<file path="config.mk">
export PLATFORM = sky130hd
export DESIGN_NAME = cmp_timer8
export DESIGN_NICKNAME = d
export VERILOG_FILES = /design/src/rtl/tmr_pkg.sv /design/src/rtl/tmr_counter.sv /design/src/rtl/tmr_compare.sv /design/src/rtl/tmr_wave.sv /design/src/rtl/tmr_flags.sv /design/src/rtl/cmp_timer8.sv
export SDC_FILE = /design/constraint.sdc
export NUM_CORES = 1
export LEC_CHECK = 0
export BUFFER_PORTS_ARGS = -buffer_cell sky130_fd_sc_hd__buf_2
export CAP_MARGIN = 15
export CORE_UTILIZATION = 50
export DETAILED_ROUTE_END_ITERATION = 10
export PLACE_DENSITY = 0.79
export SLEW_MARGIN = 20
export SYNTH_ARGS = -nofsm -noshare
export SYNTH_HDL_FRONTEND = slang
export SYNTH_SLANG_ARGS = --single-unit
</file>
<file path="constraint.sdc">
create_clock -name clk -period 2.71 [get_ports clk]
set_input_delay 0.1355 -clock clk [delete_from_list [all_inputs] [get_ports clk]]
set_output_delay 0.1355 -clock clk [all_outputs]
set_load 0.01 [all_outputs]
</file>
<file path="src/rtl/tmr_pkg.sv">
package tmr_pkg;

    typedef enum logic [1:0] {
        MODE_NORMAL = 2'b00,
        MODE_PCPWM  = 2'b01,
        MODE_CTC    = 2'b10,
        MODE_FAST   = 2'b11
    } tmr_mode_e;

    typedef enum logic [1:0] {
        COM_OFF    = 2'b00,
        COM_TOGGLE = 2'b01,
        COM_CLEAR  = 2'b10,
        COM_SET    = 2'b11
    } tmr_com_e;

    typedef struct packed {
        logic      force_cmp;
        tmr_mode_e mode;
        tmr_com_e  com;
        logic [2:0] clk_sel;
    } tmr_ctrl_t;

    localparam int NUM_SRC  = 2;
    localparam int FLAG_OVF = 0;
    localparam int FLAG_CMP = 1;

    // mode low bit sits at bit 6, high bit at bit 3
    function automatic tmr_ctrl_t decode_ctrl(input logic [7:0] w);
        tmr_ctrl_t c;
        c.force_cmp = w[7];
        c.mode      = tmr_mode_e'({w[3], w[6]});
        c.com       = tmr_com_e'(w[5:4]);
        c.clk_sel   = w[2:0];
        return c;
    endfunction

    function automatic logic [7:0] encode_ctrl(input tmr_ctrl_t c);
        return {c.force_cmp, c.mode[0], c.com, c.mode[1], c.clk_sel};
    endfunction

    function automatic logic mode_is_pwm(input tmr_mode_e m);
        return (m == MODE_PCPWM) || (m == MODE_FAST);
    endfunction

endpackage

</file>
<file path="src/rtl/tmr_counter.sv">
module tmr_counter
    import tmr_pkg::*;
#(
    parameter int CNT_W = 8
) (
    input  logic             clk,
    input  logic             rst,
    input  logic             tick,
    input  tmr_mode_e        mode,
    input  logic             cnt_we,
    input  logic [CNT_W-1:0] cnt_wdata,
    input  logic [CNT_W-1:0] ocr,
    output logic [CNT_W-1:0] cnt_q,
    output logic             dir_down,
    output logic             advance,
    output logic             at_top,
    output logic             ovf_evt
);
    localparam logic [CNT_W-1:0] TOP    = {CNT_W{1'b1}};
    localparam logic [CNT_W-1:0] BOTTOM = '0;

    logic [CNT_W-1:0] cnt_n;
    logic             dir_n;

    assign advance = tick && !cnt_we;
    assign at_top  = advance && (cnt_q == TOP);

    always_comb begin
        cnt_n   = cnt_q;
        dir_n   = (mode == MODE_PCPWM) ? dir_down : 1'b0;
        ovf_evt = 1'b0;
        if (cnt_we) begin
            cnt_n = cnt_wdata;
        end else if (advance) begin
            case (mode)
                MODE_CTC: begin
                    cnt_n   = (cnt_q == ocr) ? BOTTOM : cnt_q + 1'b1;
                    ovf_evt = (cnt_q == TOP);
                end
                MODE_PCPWM: begin
                    if (!dir_down) begin
                        if (cnt_q == TOP) begin
                            dir_n = 1'b1;
                            cnt_n = cnt_q - 1'b1;
                        end else begin
                            cnt_n = cnt_q + 1'b1;
                        end
                    end else begin
                        if (cnt_q == BOTTOM) begin
                            dir_n   = 1'b0;
                            cnt_n   = cnt_q + 1'b1;
                            ovf_evt = 1'b1;
                        end else begin
                            cnt_n = cnt_q - 1'b1;
                        end
                    end
                end
                default: begin
                    cnt_n   = cnt_q + 1'b1;
                    ovf_evt = (cnt_q == TOP);
                end
            endcase
        end
    end

    always_ff @(posedge clk) begin
        if (rst) begin
            cnt_q    <= BOTTOM;
            dir_down <= 1'b0;
        end else begin
            cnt_q    <= cnt_n;
            dir_down <= dir_n;
        end
    end

    AST_HOLD_NO_TICK: assert property (@(posedge clk) disable iff (rst)
        (!tick && !cnt_we) |=> $stable(cnt_q));

    AST_CTC_RELOAD: assert property (@(posedge clk) disable iff (rst)
        (advance && mode == MODE_CTC && cnt_q == ocr) |=> (cnt_q == BOTTOM));

    AST_PC_BOTTOM_TURN: assert property (@(posedge clk) disable iff (rst)
        (ovf_evt && mode == MODE_PCPWM) |=> (cnt_q == CNT_W'(1) && !dir_down));

endmodule

</file>
<file path="src/rtl/tmr_compare.sv">
module tmr_compare #(
    parameter int CNT_W = 8
) (
    input  logic             clk,
    input  logic             rst,
    input  logic             pwm,
    input  logic             advance,
    input  logic             at_top,
    input  logic             cnt_we,
    input  logic [CNT_W-1:0] cnt_q,
    input  logic             cmp_we,
    input  logic [CNT_W-1:0] cmp_wdata,
    output logic [CNT_W-1:0] cmp_buf,
    output logic [CNT_W-1:0] ocr_act,
    output logic             match_evt
);
    logic             block_q;
    logic [CNT_W-1:0] buf_n;

    assign buf_n     = cmp_we ? cmp_wdata : cmp_buf;
    assign match_evt = advance && !block_q && (cnt_q == ocr_act);

    always_ff @(posedge clk) begin
        if (rst) begin
            cmp_buf <= '0;
            ocr_act <= '0;
            block_q <= 1'b0;
        end else begin
            cmp_buf <= buf_n;
            if (!pwm || at_top)
                ocr_act <= buf_n;
            if (cnt_we)
                block_q <= 1'b1;
            else if (advance)
                block_q <= 1'b0;
        end
    end

    AST_WRITE_BLOCKS_MATCH: assert property (@(posedge clk) disable iff (rst)
        cnt_we |=> !match_evt);

    AST_PWM_BUF_HOLD: assert property (@(posedge clk) disable iff (rst)
        (pwm && !at_top) |=> $stable(ocr_act));

endmodule

</file>
<file path="src/rtl/tmr_wave.sv">
module tmr_wave
    import tmr_pkg::*;
(
    input  logic      clk,
    input  logic      rst,
    input  tmr_mode_e mode,
    input  tmr_com_e  com,
    input  logic      match_evt,
    input  logic      dir_down,
    input  logic      wrap_evt,
    input  logic      force_evt,
    input  tmr_com_e  force_com,
    output logic      cmp_out
);
    logic pin_q, pin_n, connected;

    always_comb begin
        pin_n = pin_q;
        if (force_evt) begin
            case (force_com)
                COM_TOGGLE: pin_n = !pin_q;
                COM_CLEAR:  pin_n = 1'b0;
                COM_SET:    pin_n = 1'b1;
                default:    pin_n = pin_q;
            endcase
        end else if (!mode_is_pwm(mode)) begin
            if (match_evt) begin
                case (com)
                    COM_TOGGLE: pin_n = !pin_q;
                    COM_CLEAR:  pin_n = 1'b0;
                    COM_SET:    pin_n = 1'b1;
                    default:    pin_n = pin_q;
                endcase
            end
        end else if (mode == MODE_FAST) begin
            if (wrap_evt) begin
                if (com == COM_CLEAR)    pin_n = 1'b1;
                else if (com == COM_SET) pin_n = 1'b0;
            end else if (match_evt) begin
                if (com == COM_CLEAR)    pin_n = 1'b0;
                else if (com == COM_SET) pin_n = 1'b1;
            end
        end else if (match_evt) begin
            if (com == COM_CLEAR)    pin_n = dir_down;
            else if (com == COM_SET) pin_n = !dir_down;
        end
    end

    always_ff @(posedge clk) begin
        if (rst) pin_q <= 1'b0;
        else     pin_q <= pin_n;
    end

    assign connected = mode_is_pwm(mode) ? (com == COM_CLEAR || com == COM_SET)
                                         : (com != COM_OFF);
    assign cmp_out = connected && pin_q;

    AST_TOGGLE_ON_MATCH: assert property (@(posedge clk) disable iff (rst)
        (!mode_is_pwm(mode) && com == COM_TOGGLE && match_evt && !force_evt)
        |=> (pin_q != $past(pin_q)));

endmodule

</file>
<file path="src/rtl/tmr_flags.sv">
module tmr_flags #(
    parameter int NSRC = 2
) (
    input  logic            clk,
    input  logic            rst,
    input  logic [NSRC-1:0] set_evt,
    input  logic            clr_we,
    input  logic [NSRC-1:0] clr_data,
    input  logic [NSRC-1:0] ack,
    input  logic [NSRC-1:0] en,
    input  logic            gie,
    output logic [NSRC-1:0] flag_q,
    output logic [NSRC-1:0] irq
);
    for (genvar i = 0; i < NSRC; i++) begin : g_src
        logic clr_i;
        assign clr_i = (clr_we && clr_data[i]) || ack[i];

        always_ff @(posedge clk) begin
            if (rst)             flag_q[i] <= 1'b0;
            else if (set_evt[i]) flag_q[i] <= 1'b1;
            else if (clr_i)      flag_q[i] <= 1'b0;
        end

        assign irq[i] = gie && en[i] && flag_q[i];

        AST_FLAG_SETS: assert property (@(posedge clk) disable iff (rst)
            set_evt[i] |=> flag_q[i]);

        AST_FLAG_CLEARS: assert property (@(posedge clk) disable iff (rst)
            (clr_i && !set_evt[i]) |=> !flag_q[i]);
    end

endmodule

</file>
<file path="src/rtl/cmp_timer8.sv">
module cmp_timer8
    import tmr_pkg::*;
#(
    parameter int CNT_W = 8
) (
    input  logic             clk,
    input  logic             rst,
    input  logic             tick,
    input  logic             ctrl_we,
    input  logic [7:0]       ctrl_wdata,
    output logic [7:0]       ctrl_q,
    input  logic             cnt_we,
    input  logic [CNT_W-1:0] cnt_wdata,
    output logic [CNT_W-1:0] cnt_q,
    input  logic             cmp_we,
    input  logic [CNT_W-1:0] cmp_wdata,
    output logic [CNT_W-1:0] cmp_q,
    input  logic             flag_clr_we,
    input  logic [1:0]       flag_clr_data,
    input  logic [1:0]       irq_ack,
    input  logic [1:0]       irq_en,
    input  logic             gie,
    output logic [1:0]       flags_q,
    output logic [1:0]       irq,
    output logic             cmp_out
);
    tmr_ctrl_t        ctrl_r, wr_dec;
    logic             force_evt, dir_down, advance, at_top, ovf_evt, match_evt, wrap_evt;
    logic [CNT_W-1:0] ocr_act;
    logic [NUM_SRC-1:0] set_evt;

    assign wr_dec    = decode_ctrl(ctrl_wdata);
    assign force_evt = ctrl_we && wr_dec.force_cmp && !mode_is_pwm(wr_dec.mode);

    always_ff @(posedge clk) begin
        if (rst) begin
            ctrl_r <= tmr_ctrl_t'('0);
        end else if (ctrl_we) begin
            ctrl_r           <= wr_dec;
            ctrl_r.force_cmp <= 1'b0;
        end
    end
    assign ctrl_q = encode_ctrl(ctrl_r);

    tmr_counter #(.CNT_W(CNT_W)) u_counter (
        .clk(clk), .rst(rst), .tick(tick), .mode(ctrl_r.mode),
        .cnt_we(cnt_we), .cnt_wdata(cnt_wdata), .ocr(ocr_act),
        .cnt_q(cnt_q), .dir_down(dir_down), .advance(advance),
        .at_top(at_top), .ovf_evt(ovf_evt)
    );

    tmr_compare #(.CNT_W(CNT_W)) u_compare (
        .clk(clk), .rst(rst), .pwm(mode_is_pwm(ctrl_r.mode)),
        .advance(advance), .at_top(at_top), .cnt_we(cnt_we),
        .cnt_q(cnt_q), .cmp_we(cmp_we), .cmp_wdata(cmp_wdata),
        .cmp_buf(cmp_q), .ocr_act(ocr_act), .match_evt(match_evt)
    );

    assign wrap_evt = at_top && (ctrl_r.mode == MODE_FAST);

    tmr_wave u_wave (
        .clk(clk), .rst(rst), .mode(ctrl_r.mode), .com(ctrl_r.com),
        .match_evt(match_evt), .dir_down(dir_down), .wrap_evt(wrap_evt),
        .force_evt(force_evt), .force_com(wr_dec.com), .cmp_out(cmp_out)
    );

    assign set_evt[FLAG_OVF] = ovf_evt;
    assign set_evt[FLAG_CMP] = match_evt;

    tmr_flags #(.NSRC(NUM_SRC)) u_flags (
        .clk(clk), .rst(rst), .set_evt(set_evt), .clr_we(flag_clr_we),
        .clr_data(flag_clr_data), .ack(irq_ack), .en(irq_en), .gie(gie),
        .flag_q(flags_q), .irq(irq)
    );

    AST_FORCE_KEEPS_COUNT: assert property (@(posedge clk) disable iff (rst)
        (force_evt && !tick && !cnt_we) |=> $stable(cnt_q));

endmodule

</file>
==> results.json, run 1 <==
{
  "start_util_pct": 54.22,
  "synth-async-reset-ratio_pct": 0,
  "synth.top_cell.area_share_pct": 34.99,
  "drc": 0,
  "crit_required_ns": 2.94,
  "syn_inst": 245,
  "clk_path_buf_depth": 2,
  "fin_skew_ns": 0.01265,
  "period_share_pct": 85.27,
  "cp-start-kind": "register",
  "slew_viol_final": 0,
  "gp_congestion": 0.8690,
  "die_w_um": 66.18,
  "synth-compound-area-share_pct": 16.83,
  "cts_hold_buf": 0,
  "max_freq_mhz": 432.8,
  "synthTopCellsByArea": "dfxtp_1, nor2_1, mux2i_1",
  "rows": 22,
  "cellLeakagePower_nw": 1.179,
  "fin_cells": 348,
  "cp_slowest_cell": "or4_1",
  "tns_ns": 0,
  "syn2layout_area_growth_pct": 19.81,
  "grt_first_pass_wirelength_um": 7383,
  "clock_latency_ns": 0.29,
  "powerDensity_nw_per_um2": 536.6,
  "place_ws_ns": 0.3921,
  "synthAdderAreaFrac_pct": 4.253,
  "tightest_slew_ns": 0.9408,
  "numCtsBuffers": 5,
  "fin_util_pct": 64.95,
  "yosysSeqAreaShare_pct": 34.99,
  "grt_max_degree": 38,
  "path_class": "register to register",
  "fin_crit_ns": 2.311,
  "min_from": "ctrl_wdata[3]",
  "first_global_vias": 1661,
  "h-tree-depth": 2,
  "synth_area_leader_cell": "dfxtp_1",
  "synth_seq_cells": 36,
  "dp_cells": 340,
  "fin_area_um2": 2467,
  "dr.pass1.iters": 4,
  "io_pins": 67,
  "syn_avg_cell_area_um2": 8.406,
  "io_buffers": 65,
  "worstPathCellList": "inv_1, ha_1, nand2_1, nor4_4, or4_1, nor2b_1, a211o_1, a21oi_2",
  "diodes": 0,
  "worst_slack_ns": 0.3993,
  "synth_top_family_by_area": "simple AND/OR/NAND/NOR gates",
  "postRouteAntennaNets": 0,
  "synth_edf_count": 0,
  "routed_wl_um": 4583,
  "viasPerCell": 5.345,
  "arrival_ns": 2.54,
  "drv_cap": 0,
  "grt-ovfl-total": 0,
  "timing.rr.start": "u_counter.cnt_q[0]",
  "critPathTopFamily": "simple AND/OR/NAND/NOR gates",
  "synthesis.nets": 290,
  "timing.rr.end": "u_counter.cnt_q[1]",
  "end_kind": "register",
  "cts_root_buf": "clkbuf_8",
  "synthXorXnorAreaFrac_pct": 8.931,
  "critPathMaxFanout": 9,
  "num_vias": 1860,
  "critPathMaxStageDelay_ns": 0.63,
  "cts_resized": 0,
  "hold_ws_ns": 0.08961,
  "post_route_cells_drive_above_1_share_pct": 27.33,
  "cts_tree": "done",
  "die_h_um": 66.18,
  "final_nets": 344,
  "antenna_found_initial": 0,
  "dpl.hpwl_um": 3362,
  "synth_cell_type_count": 46,
  "rsz0062_at_grt": "false",
  "synth.top_cells.by_count": "nor2_1, dfxtp_1, a21oi_1, mux2i_1, xor2_1",
  "power_mw": 1.324,
  "cts.sinks": 36,
  "wire_per_inst_um": 13.17,
  "worstHoldPathCells": 3,
  "crit_buf_inv": 1,
  "max_slew_margin_pct": 37.05,
  "yosysWarningCount": 0,
  "r2r_slack_ns": 0.40,
  "path_clk_slew_ns": 0.08,
  "status": "completed",
  "n_fill_cell": 356,
  "cts_setup_buffers": 0,
  "reg2reg_depth": 8,
  "yosysMostFrequentCell": "nor2_1",
  "setup_violations": 0,
  "place_area_um2": 2360,
  "synthMuxAreaShare_pct": 7.290,
  "synthSimpleGateAreaFrac_pct": 20.29,
  "ys.flop_type": "dfxtp_1",
  "ir_drop_v": 0.0004039,
  "min_path_type": "input port to register",
  "netlist_area_um2": 2059,
  "core-area_um2": 3799,
  "finalHoldViolations": 0,
  "grt_usage_pct": 22.16,
  "drtIter0Drc": 121,
  "hold_end": "ctrl_q[3]",
  "dieArea_um2": 4380
}
state kept, by name, summed over array words and instances (netlist names):
register,flops
u_compare.cmp_buf,8
u_compare.ocr_act,8
u_counter.cnt_q,8
ctrl_q,7
u_flags.flag_q,2
u_compare.block_q,1
u_counter.dir_down,1
u_wave.pin_q,1
how the worst max path moves through the flow:
stage,startpoint,endpoint,slack [ns],cells past startpoint
detailed placement,u_counter.cnt_q[0],u_counter.cnt_q[1],0.39,8
global route,u_counter.cnt_q[2],u_counter.cnt_q[6],0.27,6
CTS,u_counter.cnt_q[0],u_counter.cnt_q[1],0.41,8
floorplan,u_counter.cnt_q[0],u_counter.cnt_q[1],0.47,10
global placement,u_counter.cnt_q[0],u_counter.cnt_q[1],0.48,8
finish,u_counter.cnt_q[0],u_counter.cnt_q[1],0.40,8
logic make-up after synthesis:
kind of cell,Yosys count
other,1
and+or+nand+nor,82
AOI/OAI and AO/OA,50
adders and majority gates,7
muxes,15
DFF,36
xor gates and xnor gates,21
buffers and inverters,33
cells in the final DEF (no fill, tap or decap), types with 4 or more instances in the layout:
cell	n
buf_2	65
clkbuf_8	5
nor2_1	43
dfxtp_1	36
o21ai_0	5
o221ai_1	4
nand2_1	6
o311a_1	4
inv_1	13
nand3b_1	4
xnor2_1	6
a21oi_1	20
nor3_1	4
ha_1	7
xor2_1	15
nand3_1	5
mux2i_1	15
area by class of cell:
cell class,count,area [um2],area share [%]
Multi-Input combinational cell,176,1190,48.23
Inverter,13,48.80,1.978
Sequential cell,36,720.7,29.21
Tap cell,48,60.06,2.434
Clock buffer,6,72.57,2.941
Clock inverter,2,35.03,1.420
Timing Repair Buffer,67,340.3,13.79
worst min-delay path: cells and delay by family:
| kind | cells | cell delay (ns) |
|---|---|---|
| and+or+nand+nor | 1 | 0.07 |
| muxes | 1 | 0.06 |
| buffers and inverters | 1 | 0.08 |
routing by layer:
metal / GRT usage, % / vias up / share of wire (%)
met5: 0 / - / 0
met3: 5.690 / 11 / 4.8
li1: - / 959 / -
met4: 10.37 / 0 / 2.4
met1: 27.26 / 838 / 46
met2: 35.84 / 52 / 47
power by group:
part / internal [mW] / switching (mW) / leakage [nW]
Combinational: 0.115 / 0.131 / 0.826
Sequential: 0.562 / 0.0408 / 0.297
Clock: 0.273 / 0.202 / 0.0552
Total: 0.950 / 0.374 / 1.18
Note: power is estimated with default switching activity, not from simulation.
==> run 2, diff against run 1 <==
--- a/config.mk
+++ b/config.mk
@@ -7,10 +7,12 @@
 export LEC_CHECK = 0
 export BUFFER_PORTS_ARGS = -buffer_cell sky130_fd_sc_hd__buf_2
 export CAP_MARGIN = 15
-export CORE_UTILIZATION = 50
+export CELL_PAD_IN_SITES_DETAIL_PLACEMENT = 0
+export CELL_PAD_IN_SITES_GLOBAL_PLACEMENT = 1
+export CORE_UTILIZATION = 36
 export DETAILED_ROUTE_END_ITERATION = 10
-export PLACE_DENSITY = 0.79
-export SLEW_MARGIN = 20
+export PLACE_DENSITY_LB_ADDON = 0.1
+export SLEW_MARGIN = 15
 export SYNTH_ARGS = -nofsm -noshare
 export SYNTH_HDL_FRONTEND = slang
 export SYNTH_SLANG_ARGS = --single-unit
==> run 2 against run 1 <==
Final cell count grew 7.2%. Worst hold slack lost 0.0039 ns. Sequential power about the same. First-iteration DRC count fell by 30%. Highest routed layer unchanged.
==> results.json, run 2 (synthesized netlist as in run 1, its figures left out) <==
{
  "status": "completed",
  "rows": 27,
  "fin_crit_ns": 2.356,
  "arrival_ns": 2.58,
  "setup_violations": 0,
  "final_nets": 345,
  "dieArea_um2": 6027,
  "diodes": 0,
  "path_class": "register to register",
  "postRouteAntennaNets": 0,
  "crit_buf_inv": 1,
  "critPathTopFamily": "simple AND/OR/NAND/NOR gates",
  "cts_setup_buffers": 0,
  "cp-start-kind": "register",
  "first_global_vias": 1703,
  "cts_tree": "done",
  "path_clk_slew_ns": 0.08,
  "fin_area_um2": 2495,
  "dpl.hpwl_um": 3509,
  "min_path_type": "input port to register",
  "grt_max_degree": 38,
  "top_regs": "u_compare.cmp_buf x8, u_compare.ocr_act x8, u_counter.cnt_q x8",
  "final_cell_mix": "buf_2, nor2_1, dfxtp_1",
  "powerDensity_nw_per_um2": 506.8,
  "cellLeakagePower_nw": 1.172,
  "final_common_cell": "buf_2",
  "clk_path_buf_depth": 2,
  "crit_required_ns": 2.93,
  "grt_first_pass_wirelength_um": 8114,
  "hold_ws_ns": 0.08572,
  "n_fill_cell": 568,
  "clock_latency_ns": 0.29,
  "period_share_pct": 86.94,
  "wire_per_inst_um": 12.94,
  "die_h_um": 77.64,
  "slew_viol_final": 0,
  "routed_wl_um": 4827,
  "max_slew_margin_pct": 37.00,
  "multi_input_area_um2": 1190,
  "io_pins": 67,
  "regArea_um2": 720.7,
  "core-area_um2": 5507,
  "drc": 0,
  "critPathMaxStageDelay_ns": 0.64,
  "cts_root_buf": "clkbuf_8",
  "post_route_cells_drive_above_1_share_pct": 27.91,
  "worstPathCellList": "inv_1, ha_1, nand2_1, nor4_4, or4_1, nor2b_1, a211o_1, a21oi_2",
  "tns_ns": 0,
  "fin_skew_ns": 0.008138,
  "cts_resized": 0,
  "drv_cap": 0,
  "num_vias": 1832,
  "start_util_pct": 37.40,
  "antenna_found_initial": 0,
  "cts_hold_buf": 0,
  "viasPerCell": 4.912,
  "ir_drop_v": 0.0002511,
  "dr.pass1.iters": 4,
  "finalHoldViolations": 0,
  "grt-ovfl-total": 0,
  "tightest_slew_ns": 0.9415,
  "h-tree-depth": 2,
  "cts.sinks": 36,
  "place_area_um2": 2397,
  "numCtsBuffers": 5,
  "grt_usage_pct": 16.90,
  "critPathMaxFanout": 9,
  "end_kind": "register",
  "rsz0062_at_grt": "false",
  "io_buffers": 65,
  "gp_congestion": 0.8412,
  "max_freq_mhz": 424.5,
  "drtIter0Drc": 85,
  "die_w_um": 77.64,
  "syn2layout_area_growth_pct": 21.14,
  "cp_slowest_cell": "or4_1"
}
-- run 2: cell types whose count changed in the layout (fill, tap and decap cells not counted) --
cell | previous run | this run
clkinv_2 | 1 | 0
clkbuf_1 | 1 | 0
buf_4 | 2 | 3
clkbuf_8 | 5 | 6
bufinv_16 | 1 | 0
clkinvlp_4 | 0 | 2
-- run 2: worst reg2reg max path, cell delays in order (launching register included) --
cell	delay (ns)
dfxtp_1	0.52
inv_1	0.15
ha_1	0.22
nand2_1	0.11
nor4_4	0.05
or4_1	0.64
nor2b_1	0.20
a211o_1	0.28
a21oi_2	0.13
-- run 2: per-layer routing --
layer  wire length [um]  up-vias  track usage (%)
li1                   -      963                -
met4                 24        0            4.528
met1               2435      823            23.00
met2               2160       44            26.99
met5                  0        -                0
met3                206        2            3.412
-- run 2: area by class of cell --
class / count / share of cell area (%)
Clock inverter: 2 / 0.6018
Tap cell: 72 / 3.611
Multi-Input combinational cell: 176 / 47.69
Sequential cell: 36 / 28.89
Inverter: 13 / 1.956
Clock buffer: 6 / 3.310
Timing Repair Buffer: 68 / 13.94
-- run 2: worst paths after layout --
path | startpoint | to | depth (start not counted) | slack [ns]
worst max-delay path | u_counter.cnt_q[0] | u_counter.cnt_q[1] | 8 | 0.35
worst min-delay path | ctrl_wdata[1] | ctrl_q[1] | 3 | 0.09
worst max register to register | u_counter.cnt_q[0] | u_counter.cnt_q[1] | 8 | 0.35
worst min register to register | ctrl_q[1] | ctrl_q[1] | 2 | 0.49
-- run 2: where the power goes --
group	internal, mW	switching [mW]	total [mW]
registers	0.562	0.0394	0.601
clock network	0.206	0.205	0.411
logic	0.118	0.134	0.252
-- run 2: through the flow --
stage | power, mW | util (%) | instances | setup slack (ns)
after floorplan | 0.7859 | - | 245 | 0.4687
after global placement | 0.8675 | 43.54 | 365 | 0.4540
after detailed placement | 0.8679 | 43.54 | 365 | 0.4107
after CTS | 1.285 | 45.31 | 373 | 0.3704
after global routing | 1.342 | 45.31 | 373 | 0.2248
final | 1.264 | 45.31 | 373 | 0.3541
